`src/rtl/coefl_pkg.sv`:
```
package coefl_pkg;
  typedef enum logic [2:0] {
    PH_IDLE,
    PH_DEV,
    PH_REG,
    PH_DATA,
    PH_SKIP
  } phase_t;
endpackage

```
`src/rtl/coefl_sync.sv`:
```
module coefl_sync #(
  parameter int STAGES = 2
) (
  input  logic clk,
  input  logic rst_n,
  input  logic scl_i,
  input  logic sda_i,
  output logic scl_lvl,
  output logic sda_lvl,
  output logic scl_rise,
  output logic scl_fall,
  output logic start_det,
  output logic stop_det
);
  logic [STAGES-1:0] scl_ff, sda_ff;
  logic scl_q, sda_q;

  always_ff @(posedge clk or negedge rst_n) begin
    if (!rst_n) begin
      scl_ff <= '1;
      sda_ff <= '1;
      scl_q  <= 1'b1;
      sda_q  <= 1'b1;
    end else begin
      scl_ff[0] <= scl_i;
      sda_ff[0] <= sda_i;
      scl_q     <= scl_ff[STAGES-1];
      sda_q     <= sda_ff[STAGES-1];
    end
  end

  for (genvar g = 1; g < STAGES; g++) begin : g_chain
    always_ff @(posedge clk or negedge rst_n) begin
      if (!rst_n) begin
        scl_ff[g] <= 1'b1;
        sda_ff[g] <= 1'b1;
      end else begin
        scl_ff[g] <= scl_ff[g-1];
        sda_ff[g] <= sda_ff[g-1];
      end
    end
  end

  assign scl_lvl   = scl_ff[STAGES-1];
  assign sda_lvl   = sda_ff[STAGES-1];
  assign scl_rise  = scl_lvl & ~scl_q;
  assign scl_fall  = ~scl_lvl & scl_q;
  assign start_det = scl_lvl & scl_q & sda_q & ~sda_lvl;
  assign stop_det  = scl_lvl & scl_q & ~sda_q & sda_lvl;
endmodule

```
`src/rtl/coefl_byte.sv`:
```
module coefl_byte (
  input  logic       clk,
  input  logic       rst_n,
  input  logic       clr,
  input  logic       scl_rise,
  input  logic       scl_fall,
  input  logic       sda_lvl,
  output logic       byte_done,
  output logic       ack_end,
  output logic [7:0] rx_byte
);
  logic [3:0] cnt_q;
  logic       in_ack_q;

  assign byte_done = scl_fall && (cnt_q == 4'd8) && !in_ack_q;
  assign ack_end   = scl_fall && in_ack_q;

  always_ff @(posedge clk or negedge rst_n) begin
    if (!rst_n) begin
      cnt_q    <= '0;
      in_ack_q <= 1'b0;
      rx_byte  <= '0;
    end else if (clr) begin
      cnt_q    <= '0;
      in_ack_q <= 1'b0;
    end else begin
      if (scl_rise && cnt_q < 4'd8) begin
        rx_byte <= {rx_byte[6:0], sda_lvl};
        cnt_q   <= cnt_q + 4'd1;
      end
      if (byte_done) in_ack_q <= 1'b1;
      if (ack_end) begin
        in_ack_q <= 1'b0;
        cnt_q    <= '0;
      end
    end
  end

  p_cnt_range_r5: assert property (@(posedge clk) disable iff (!rst_n)
    cnt_q <= 4'd8);
endmodule

```
`src/rtl/coefl_ctrl.sv`:
```
module coefl_ctrl
  import coefl_pkg::*;
#(
  parameter int          MAX_WORDS = 4,
  parameter logic [7:0]  MODE_ADDR = 8'h7E
) (
  input  logic        clk,
  input  logic        rst_n,
  input  logic [1:0]  sel_pins,
  input  logic        start_det,
  input  logic        stop_det,
  input  logic        scl_lvl,
  input  logic        byte_done,
  input  logic        ack_end,
  input  logic [7:0]  rx_byte,
  output logic        sda_oe,
  output logic [7:0]  wr_addr,
  output logic [15:0] wr_data,
  output logic        wr_en
);
  localparam int         WCW     = $clog2(MAX_WORDS + 1);
  localparam logic [4:0] DEV_TOP = 5'b00110;

  phase_t           phase_q;
  logic [7:0]       ptr_q, hi_q;
  logic             hi_have_q, mode_q;
  logic [WCW-1:0]   words_q;
  logic             dev_hit, room;

  assign dev_hit = (rx_byte == {DEV_TOP, sel_pins, 1'b0});
  assign room    = mode_q ? (words_q == '0) : (words_q < WCW'(MAX_WORDS));

  always_ff @(posedge clk or negedge rst_n) begin
    if (!rst_n) begin
      phase_q   <= PH_IDLE;
      ptr_q     <= '0;
      hi_q      <= '0;
      hi_have_q <= 1'b0;
      mode_q    <= 1'b0;
      words_q   <= '0;
      sda_oe    <= 1'b0;
      wr_addr   <= '0;
      wr_data   <= '0;
      wr_en     <= 1'b0;
    end else begin
      wr_en <= 1'b0;
      if (start_det) begin
        phase_q <= PH_DEV;
        sda_oe  <= 1'b0;
      end else if (stop_det) begin
        phase_q <= PH_IDLE;
        sda_oe  <= 1'b0;
      end else begin
        if (ack_end) sda_oe <= 1'b0;
        if (byte_done) begin
          case (phase_q)
            PH_DEV: begin
              if (dev_hit) begin
                sda_oe  <= 1'b1;
                phase_q <= PH_REG;
              end else begin
                phase_q <= PH_SKIP;
              end
            end
            PH_REG: begin
              sda_oe    <= 1'b1;
              ptr_q     <= rx_byte;
              mode_q    <= (rx_byte == MODE_ADDR);
              words_q   <= '0;
              hi_have_q <= 1'b0;
              phase_q   <= PH_DATA;
            end
            PH_DATA: begin
              if (!room) begin
                phase_q <= PH_SKIP;
              end else begin
                sda_oe <= 1'b1;
                if (!hi_have_q) begin
                  hi_q      <= rx_byte;
                  hi_have_q <= 1'b1;
                end else begin
                  wr_en     <= 1'b1;
                  wr_addr   <= ptr_q;
                  wr_data   <= {hi_q, rx_byte};
                  ptr_q     <= ptr_q + 8'd1;
                  words_q   <= words_q + 1'b1;
                  hi_have_q <= 1'b0;
                end
              end
            end
            default: ;
          endcase
        end
      end
    end
  end

  p_strobe_single_r5: assert property (@(posedge clk) disable iff (!rst_n)
    wr_en |=> !wr_en);
  p_ack_on_low_r2: assert property (@(posedge clk) disable iff (!rst_n)
    $rose(sda_oe) |-> !scl_lvl);
  p_skip_silent_r3: assert property (@(posedge clk) disable iff (!rst_n)
    (phase_q == PH_SKIP) |-> (!sda_oe && !wr_en));
  p_word_cap_r7: assert property (@(posedge clk) disable iff (!rst_n)
    wr_en |-> (words_q <= WCW'(MAX_WORDS)));
  p_mode_one_r8: assert property (@(posedge clk) disable iff (!rst_n)
    (mode_q && phase_q == PH_DATA) |-> (words_q <= WCW'(1)));
  p_start_release_r10: assert property (@(posedge clk) disable iff (!rst_n)
    start_det |=> !sda_oe);
endmodule

```
`src/rtl/coef_i2c_loader.sv`:
```
module coef_i2c_loader #(
  parameter int         SYNC_STAGES = 2,
  parameter int         MAX_WORDS   = 4,
  parameter logic [7:0] MODE_ADDR   = 8'h7E
) (
  input  logic        clk,
  input  logic        rst_n,
  input  logic        scl_i,
  input  logic        sda_i,
  input  logic [1:0]  sel_pins,
  output logic        sda_oe,
  output logic [7:0]  wr_addr,
  output logic [15:0] wr_data,
  output logic        wr_en
);
  logic scl_lvl, sda_lvl, scl_rise, scl_fall, start_det, stop_det;
  logic byte_done, ack_end;
  logic [7:0] rx_byte;

  coefl_sync #(.STAGES(SYNC_STAGES)) u_sync (
    .clk(clk), .rst_n(rst_n), .scl_i(scl_i), .sda_i(sda_i),
    .scl_lvl(scl_lvl), .sda_lvl(sda_lvl), .scl_rise(scl_rise),
    .scl_fall(scl_fall), .start_det(start_det), .stop_det(stop_det)
  );

  coefl_byte u_byte (
    .clk(clk), .rst_n(rst_n), .clr(start_det | stop_det),
    .scl_rise(scl_rise), .scl_fall(scl_fall), .sda_lvl(sda_lvl),
    .byte_done(byte_done), .ack_end(ack_end), .rx_byte(rx_byte)
  );

  coefl_ctrl #(.MAX_WORDS(MAX_WORDS), .MODE_ADDR(MODE_ADDR)) u_ctrl (
    .clk(clk), .rst_n(rst_n), .sel_pins(sel_pins),
    .start_det(start_det), .stop_det(stop_det), .scl_lvl(scl_lvl),
    .byte_done(byte_done), .ack_end(ack_end), .rx_byte(rx_byte),
    .sda_oe(sda_oe), .wr_addr(wr_addr), .wr_data(wr_data), .wr_en(wr_en)
  );

  p_reset_quiet_r1: assert property (@(posedge clk)
    !rst_n |=> (!sda_oe && !wr_en));
endmodule

```
`config.mk`:
```
export PLATFORM = sky130hd
export DESIGN_NAME = coef_i2c_loader
export DESIGN_NICKNAME = d
export VERILOG_FILES = /design/src/rtl/coefl_pkg.sv /design/src/rtl/coefl_sync.sv /design/src/rtl/coefl_byte.sv /design/src/rtl/coefl_ctrl.sv /design/src/rtl/coef_i2c_loader.sv
export SDC_FILE = /design/constraint.sdc
export NUM_CORES = 1
export LEC_CHECK = 0
export ABC_AREA = 1
export BUFFER_PORTS_ARGS = -buffer_cell sky130_fd_sc_hd__clkbuf_2
export CORE_UTILIZATION = 40
export DETAILED_ROUTE_END_ITERATION = 6
export SLEW_MARGIN = 20
export SYNTH_ARGS = -nofsm -noshare
export SYNTH_HDL_FRONTEND = slang
export SYNTH_SLANG_ARGS = --single-unit
```
`constraint.sdc`:
```
create_clock -name clk -period 1.75 [get_ports clk]
set_input_delay 0.0875 -clock clk [delete_from_list [all_inputs] [get_ports clk]]
set_output_delay 0.0875 -clock clk [all_outputs]
set_load 0.01 [all_outputs]
```
; Word-level counts from Yosys, hierarchy flattened
; Cells that the tools add are included.
[classes]
n_reduce_logical = 18
bitwise = 16
mux = 35
add_sub_neg = 3
magnitude_cmp = 2
n_eq_ne = 9
[ops]
columns = cell, n
row1 = $mux 3, 7
row2 = $mux 1, 18
row3 = $reduce_and 6->1, 3
row4 = $mux 8, 2
row5 = $pmux 8 s2, 1
row6 = $mux 4, 3
row7 = $pmux 3 s3, 1
row8 = $reduce_bool 3->1, 3
row9 = $add 8x1->8 const B, 1
row10 = $eq 8x6->1, 1
row11 = $eq 8x7->1 const B, 1
row12 = $not 1->1, 8
row13 = $and 1x1->1, 7
row14 = $eq 3x2->1 const B, 2
row15 = $pmux 3 s2, 1
row16 = $reduce_and 5->1, 1
row17 = $reduce_bool 5->1, 1
row18 = $add 4x1->4 const B, 1
row19 = $eq 4x4->1 const B, 1
row20 = $logic_and 1x1->1, 4
row21 = $lt 4x4->1 const B, 1
row22 = $ne 2x1->1 const B, 2
row23 = $ne 4x4->1 const B, 1
row24 = $reduce_and 4->1, 1
row25 = other kinds (11), 11
[word_totals]
regBits = 69
in_bits = 6
wordCells = 102
output_inout_bits = 26

; Longest topological paths before layout
[depth]
ltp_word = 9
mapped_depth = 11
mapped_depth_nobuf = 10

; Hierarchy
; Synthesis repeated with hierarchy kept, for this count alone.
[hier_totals]
cells_unflattened = 368
hier_area_um2 = 3205.6
[modules_own_cells]
columns = mod, seq_area_each_um2, area_per_inst_um2, instances, cells_each
row1 = coefl_ctrl, 1251.2, 2379.8, 1, 276
row2 = coefl_byte, 325.3, 615.6, 1, 72
row3 = coefl_sync, 157.7, 198.9, 1, 17
row4 = coef_i2c_loader, 0.0, 11.3, 1, 3

; Worst setup path after synthesis
; Ideal clock, no wire load.
[synth_timing]
path_kind = register -> register
startpoint = reg u_ctrl.words_q[0]
endpoint = reg u_ctrl.wr_data[7]
stages_incl_launch_ff = 12
t_arrival_ns = 1.460
slack_ns = 0.168
setup_ns = 0.122
cell_sequence = dfrtp_1 -> inv_1 -> ha_1 -> inv_1 -> a21oi_1 -> nand2_4 -> nor2_2 -> nand2_2 -> buf_6 -> buf_6 -> nand2_1 -> o21ai_1
[synth_via]
elab_chain_cells = 3
word_cells_on_any_way = 4
[synth_lines]
columns = element, line
row1 = start: declaration, coefl_ctrl.sv:27  ; logic [WCW-1:0] words_q;
row2 = start signal: assignment, coefl_ctrl.sv:86  ; words_q <= words_q + 1'b1;
row3 = $lt 3x3->1 or $logic_not 3->1 (tied branches), coefl_ctrl.sv:31  ; assign room = mode_q ? (words_q == '0) : (words_q < WCW'(MAX_WORDS));
row4 = $mux 1 (*), coefl_ctrl.sv:31
row5 = $reduce_and 6->1 (no line) (*), --
row6 = end signal: assignment, coefl_ctrl.sv:84  ; wr_data <= {hi_q, rx_byte};
row7 = end: declaration, coefl_ctrl.sv:18  ; output logic [15:0] wr_data,
; Every way passes the cells marked *; elsewhere a longest branch is shown, timed or not.
; A chain may end at the register's enable or synchronous reset.

; Worst setup path after layout
[layout_timing]
startpoint = reg u_byte.cnt_q[1]
endpoint = reg u_ctrl.wr_data[7]
[layout_via]
elab_chain_cells = 4
[layout_lines]
columns = element, line
row1 = start: declaration, coefl_byte.sv:12  ; logic [3:0] cnt_q;
row2 = start signal: assignment, coefl_byte.sv:29  ; cnt_q <= cnt_q + 4'd1;
row3 = $eq 4x4->1, coefl_byte.sv:15  ; assign byte_done = scl_fall && (cnt_q == 4'd8) && !in_ack_q;
row4 = $logic_and 1x1->1 (2 in a row), coefl_byte.sv:15
row5 = $reduce_and 6->1 (no line), --
; No other way between the ends.

==> summary.md <==
| Metric | Value |
|---|---|
| Leak | `0.00194 uW` |
| Worst r2r dst | `u_ctrl.wr_data[7]` |
| Synth cell types | `29` |
| Max Cap Viol | `0` |
| Post-Synthesis Net Count | `387` |
| Final WS setup | `0.105 ns` |
| Met3 GRT Util | `0.0463` |
| Post-Route Setup TNS | `0 ns` |
| Hpwl dp | `4590 um` |
| Synth Area per Inst | `8.40 sq um` |
| M2 GR Usage | `0.277` |
| Clk_lat worst skew | `0.36 ns` |
| Worst Path Required | `1.98 ns` |
| Post-Synthesis Cells | `376` |
| H-tree depth | `3` |
| Fill cell count | `740` |
| Io pins | `32` |
| Pwr dens | `973 mW/mm^2` |
| Fmax | `608 MHz` |
| Core area | `0.00769 sq mm` |
| Clock transition at the registers of the reported paths | `0.08 ns` |
| N_diodes | `0` |
| Share of cells above drive strength 1 | `0.207` |
| CTS tree | `yes` |
| Wirelength per Cell | `12.6 um` |
| Residual DRC count | `0` |
| Warnings from Yosys | `0` |
| Nets | `435` |
| Antenna violations before repair | `0` |
| R2R depth | `8` |
| Antenna Nets Post-Route | `0` |
| Area growth syn-to-layout | `22.1%` |
| Final setup violation count | `0` |
| Gpl congestion | `0.950` |
| Status | `finished, final reports clean` |
| Overall routed net length | `6700 um` |
| R2r startpoint | `u_byte.cnt_q[1]` |
| Die Area | `0.00826 sq mm` |
| Worst Setup Start Kind | `flop` |
| CTS buffer count | `9` |
| Worst Setup SP | `u_byte.cnt_q[1]` |
| Pre-CTS WS | `0.0184 ns` |
| DR vias | `2531` |
| Worst Path Max Fanout | `19` |
| Hold_ws | `0.149 ns` |
| Max-slew violations | `0` |
| Tot Pwr | `3750 uW` |
| Initial DRC count | `107` |
| Vias in the first global route | `2370` |
| First-pass GRT wire length | `11200 um` |
| First-pass detailed-route iteration total | `4` |
| CTS Root Buffer Type | `clkbuf_8` |
| Period minus WS final | `1.64 ns` |
| Worst clock skew | `0.0138 ns` |
| CTS max path bufs | `2` |
| CP Capture Type | `flop` |
| Die Height | `90.9 um` |
| Die width | `90.9 um` |
| Worst IR drop on VDD | `0.000504 V` |
| Most Crowded Layer GR | `met2` |
| Least-Margin Pin Slew | `0.387 ns` |
| GRT Overall Usage | `0.173` |
| Setup slack, reg-to-reg | `0.11 ns` |
| # port buffers | `31` |
| Min-delay worst type | `in -> async` |
| Path type of the worst setup path | `reg -> reg` |
| Period utilization | `0.940` |
| Overflow after GRT | `0` |
| Seq/Total Area, Yosys | `0.549` |
| Clk sinks | `69` |
| Initial Utilization | `0.411` |
| Met1 GRT Util | `0.227` |
| Via density | `4.77` |
| Arrival time worst endpoint | `1.88 ns` |
| Final hold vios | `0` |
| Flops & latches, synth | `69` |
| Pin count of the biggest net entering global routing | `39` |
| Slew margin rel. | `0.741` |
| # rows | `32` |
| Post-Syn Area | `0.00316 sq mm` |
## sequential cells by signal, indices dropped and copies added, names as in the netlist
register / flops
u_byte.rx_byte: 8
u_sync.scl_lvl: 1
u_sync.scl_q: 1
u_byte.in_ack_q: 1
u_sync.sda_lvl: 1
u_ctrl.ptr_q: 8
u_ctrl.phase_q: 3
u_ctrl.words_q: 3
u_ctrl.sda_oe: 1
u_sync.sda_q: 1
u_ctrl.hi_q: 8
u_ctrl.mode_q: 1
u_sync.scl_ff: 1
u_ctrl.wr_data: 16
u_ctrl.wr_en: 1
u_byte.cnt_q: 4
u_ctrl.wr_addr: 8
u_ctrl.hi_have_q: 1
u_sync.sda_ff: 1
## power breakdown
part,internal (uW),switching (uW)
sequential,1700,110
clock,827,682
combinational,152,280
total,2680,1070
## routing by layer
| layer | routed length (um) | up-vias |
|---|---|---|
| li1 | - | 1285 |
| met1 | 3160 | 1185 |
| met2 | 3160 | 54 |
| met3 | 316 | 7 |
| met4 | 64 | 0 |
| met5 | 0 | - |
## cell usage after synthesis
master,count,area [sq um]
nand2_4,1,11.3
a21oi_1,7,35.0
nand2_2,3,18.8
o21bai_1,1,7.51
buf_6,4,45.0
dfstp_2,6,158
a41oi_1,1,8.76
nor3_4,1,16.3
nand3_4,1,17.5
o21ai_1,14,70.1
or2_2,1,6.26
ha_1,5,62.6
nor2_1,22,82.6
clkbuf_1,2,7.51
nand2_1,145,544
o21ai_0,21,105
dfrtp_1,63,1580
nand4_1,2,12.5
o21ai_2,5,43.8
buf_4,1,7.51
nor2_2,2,12.5
clkinv_2,1,5.00
xnor2_1,1,8.76
xor2_1,1,8.76
nand3_2,1,10.0
nand3_1,22,110
inv_1,34,128
nor3_1,4,20.0
buf_2,4,20.0
## worst max-delay path by stage
stage / to / slack [ns] / cells past startpoint
global route: u_ctrl.wr_addr[7] / -0.008 / 10
finish: u_ctrl.wr_data[7] / 0.11 / 8
CTS: u_ctrl.words_q[1] / 0.004 / 9
global placement: u_ctrl.words_q[0] / 0.05 / 8
detailed placement: u_ctrl.words_q[1] / 0.02 / 9
floorplan: u_ctrl.wr_data[7] / 0.17 / 11
## final cells by class
class | instances | area [sq um] | area share
Timing Repair Buffer | 47 | 358 | 0.0927
Multi-Input combinational cell | 262 | 1270 | 0.330
Inverter | 35 | 136 | 0.0353
Clock buffer | 9 | 124 | 0.0321
Clock inverter | 7 | 105 | 0.0272
Sequential cell | 69 | 1730 | 0.449
Tap cell | 102 | 128 | 0.0331
## cell families after synthesis
kind of cell,Yosys count,share of synthesized area
DFF,69,0.549
xor gates and xnor gates,2,0.00555
AOI/OAI and AO/OA,49,0.0855
and+or+nand+nor,205,0.273
buffers and inverters,46,0.0673
adders and majority gates,5,0.0198
## timing repair
action                                 4_1_cts  5_1_grt
endpoints found under the hold margin       65        0
buffers inserted                             0        3
hold buffers                                 3        0
setup endpoints to repair                    0       43
gates resized for setup                      0       13
## stage by stage
step | utilization | cells | area, sq um
floorplan | - | 376 | 3160
global placement | 0.453 | 507 | 3480
detailed placement | 0.453 | 507 | 3480
CTS | 0.487 | 526 | 3740
global route | 0.502 | 531 | 3860
finish | 0.502 | 531 | 3860
## cells in the final DEF (no fill, tap or decap), drive strengths merged
| master | netlist | final |
|---|---|---|
| a21oi | 7 | 7 |
| a41oi | 1 | 1 |
| buf | 9 | 13 |
| bufinv | 0 | 2 |
| clkbuf | 2 | 40 |
| clkinv | 1 | 1 |
| clkinvlp | 0 | 2 |
| dfrtp | 63 | 63 |
| dfstp | 6 | 6 |
| dlygate4sd3 | 0 | 3 |
| ha | 5 | 5 |
| inv | 34 | 37 |
| nand2 | 149 | 149 |
| nand3 | 24 | 25 |
| nand4 | 2 | 2 |
| nor2 | 24 | 24 |
| nor3 | 5 | 5 |
| o21ai | 40 | 40 |
| o21bai | 1 | 1 |
| or2 | 1 | 1 |
| xnor2 | 1 | 1 |
| xor2 | 1 | 1 |
## worst max-delay path, cell delays in order, from the launching register on
cell and delay [ns]:
dfrtp_1 0.41, inv_1 0.06, ha_1 0.15, nand3_2 0.12
nor3_4 0.32, nand2_4 0.13, clkbuf_16 0.21, nand2_1 0.07
o21ai_1 0.06
No activity file was read; power rests on OpenSTA's default activity.
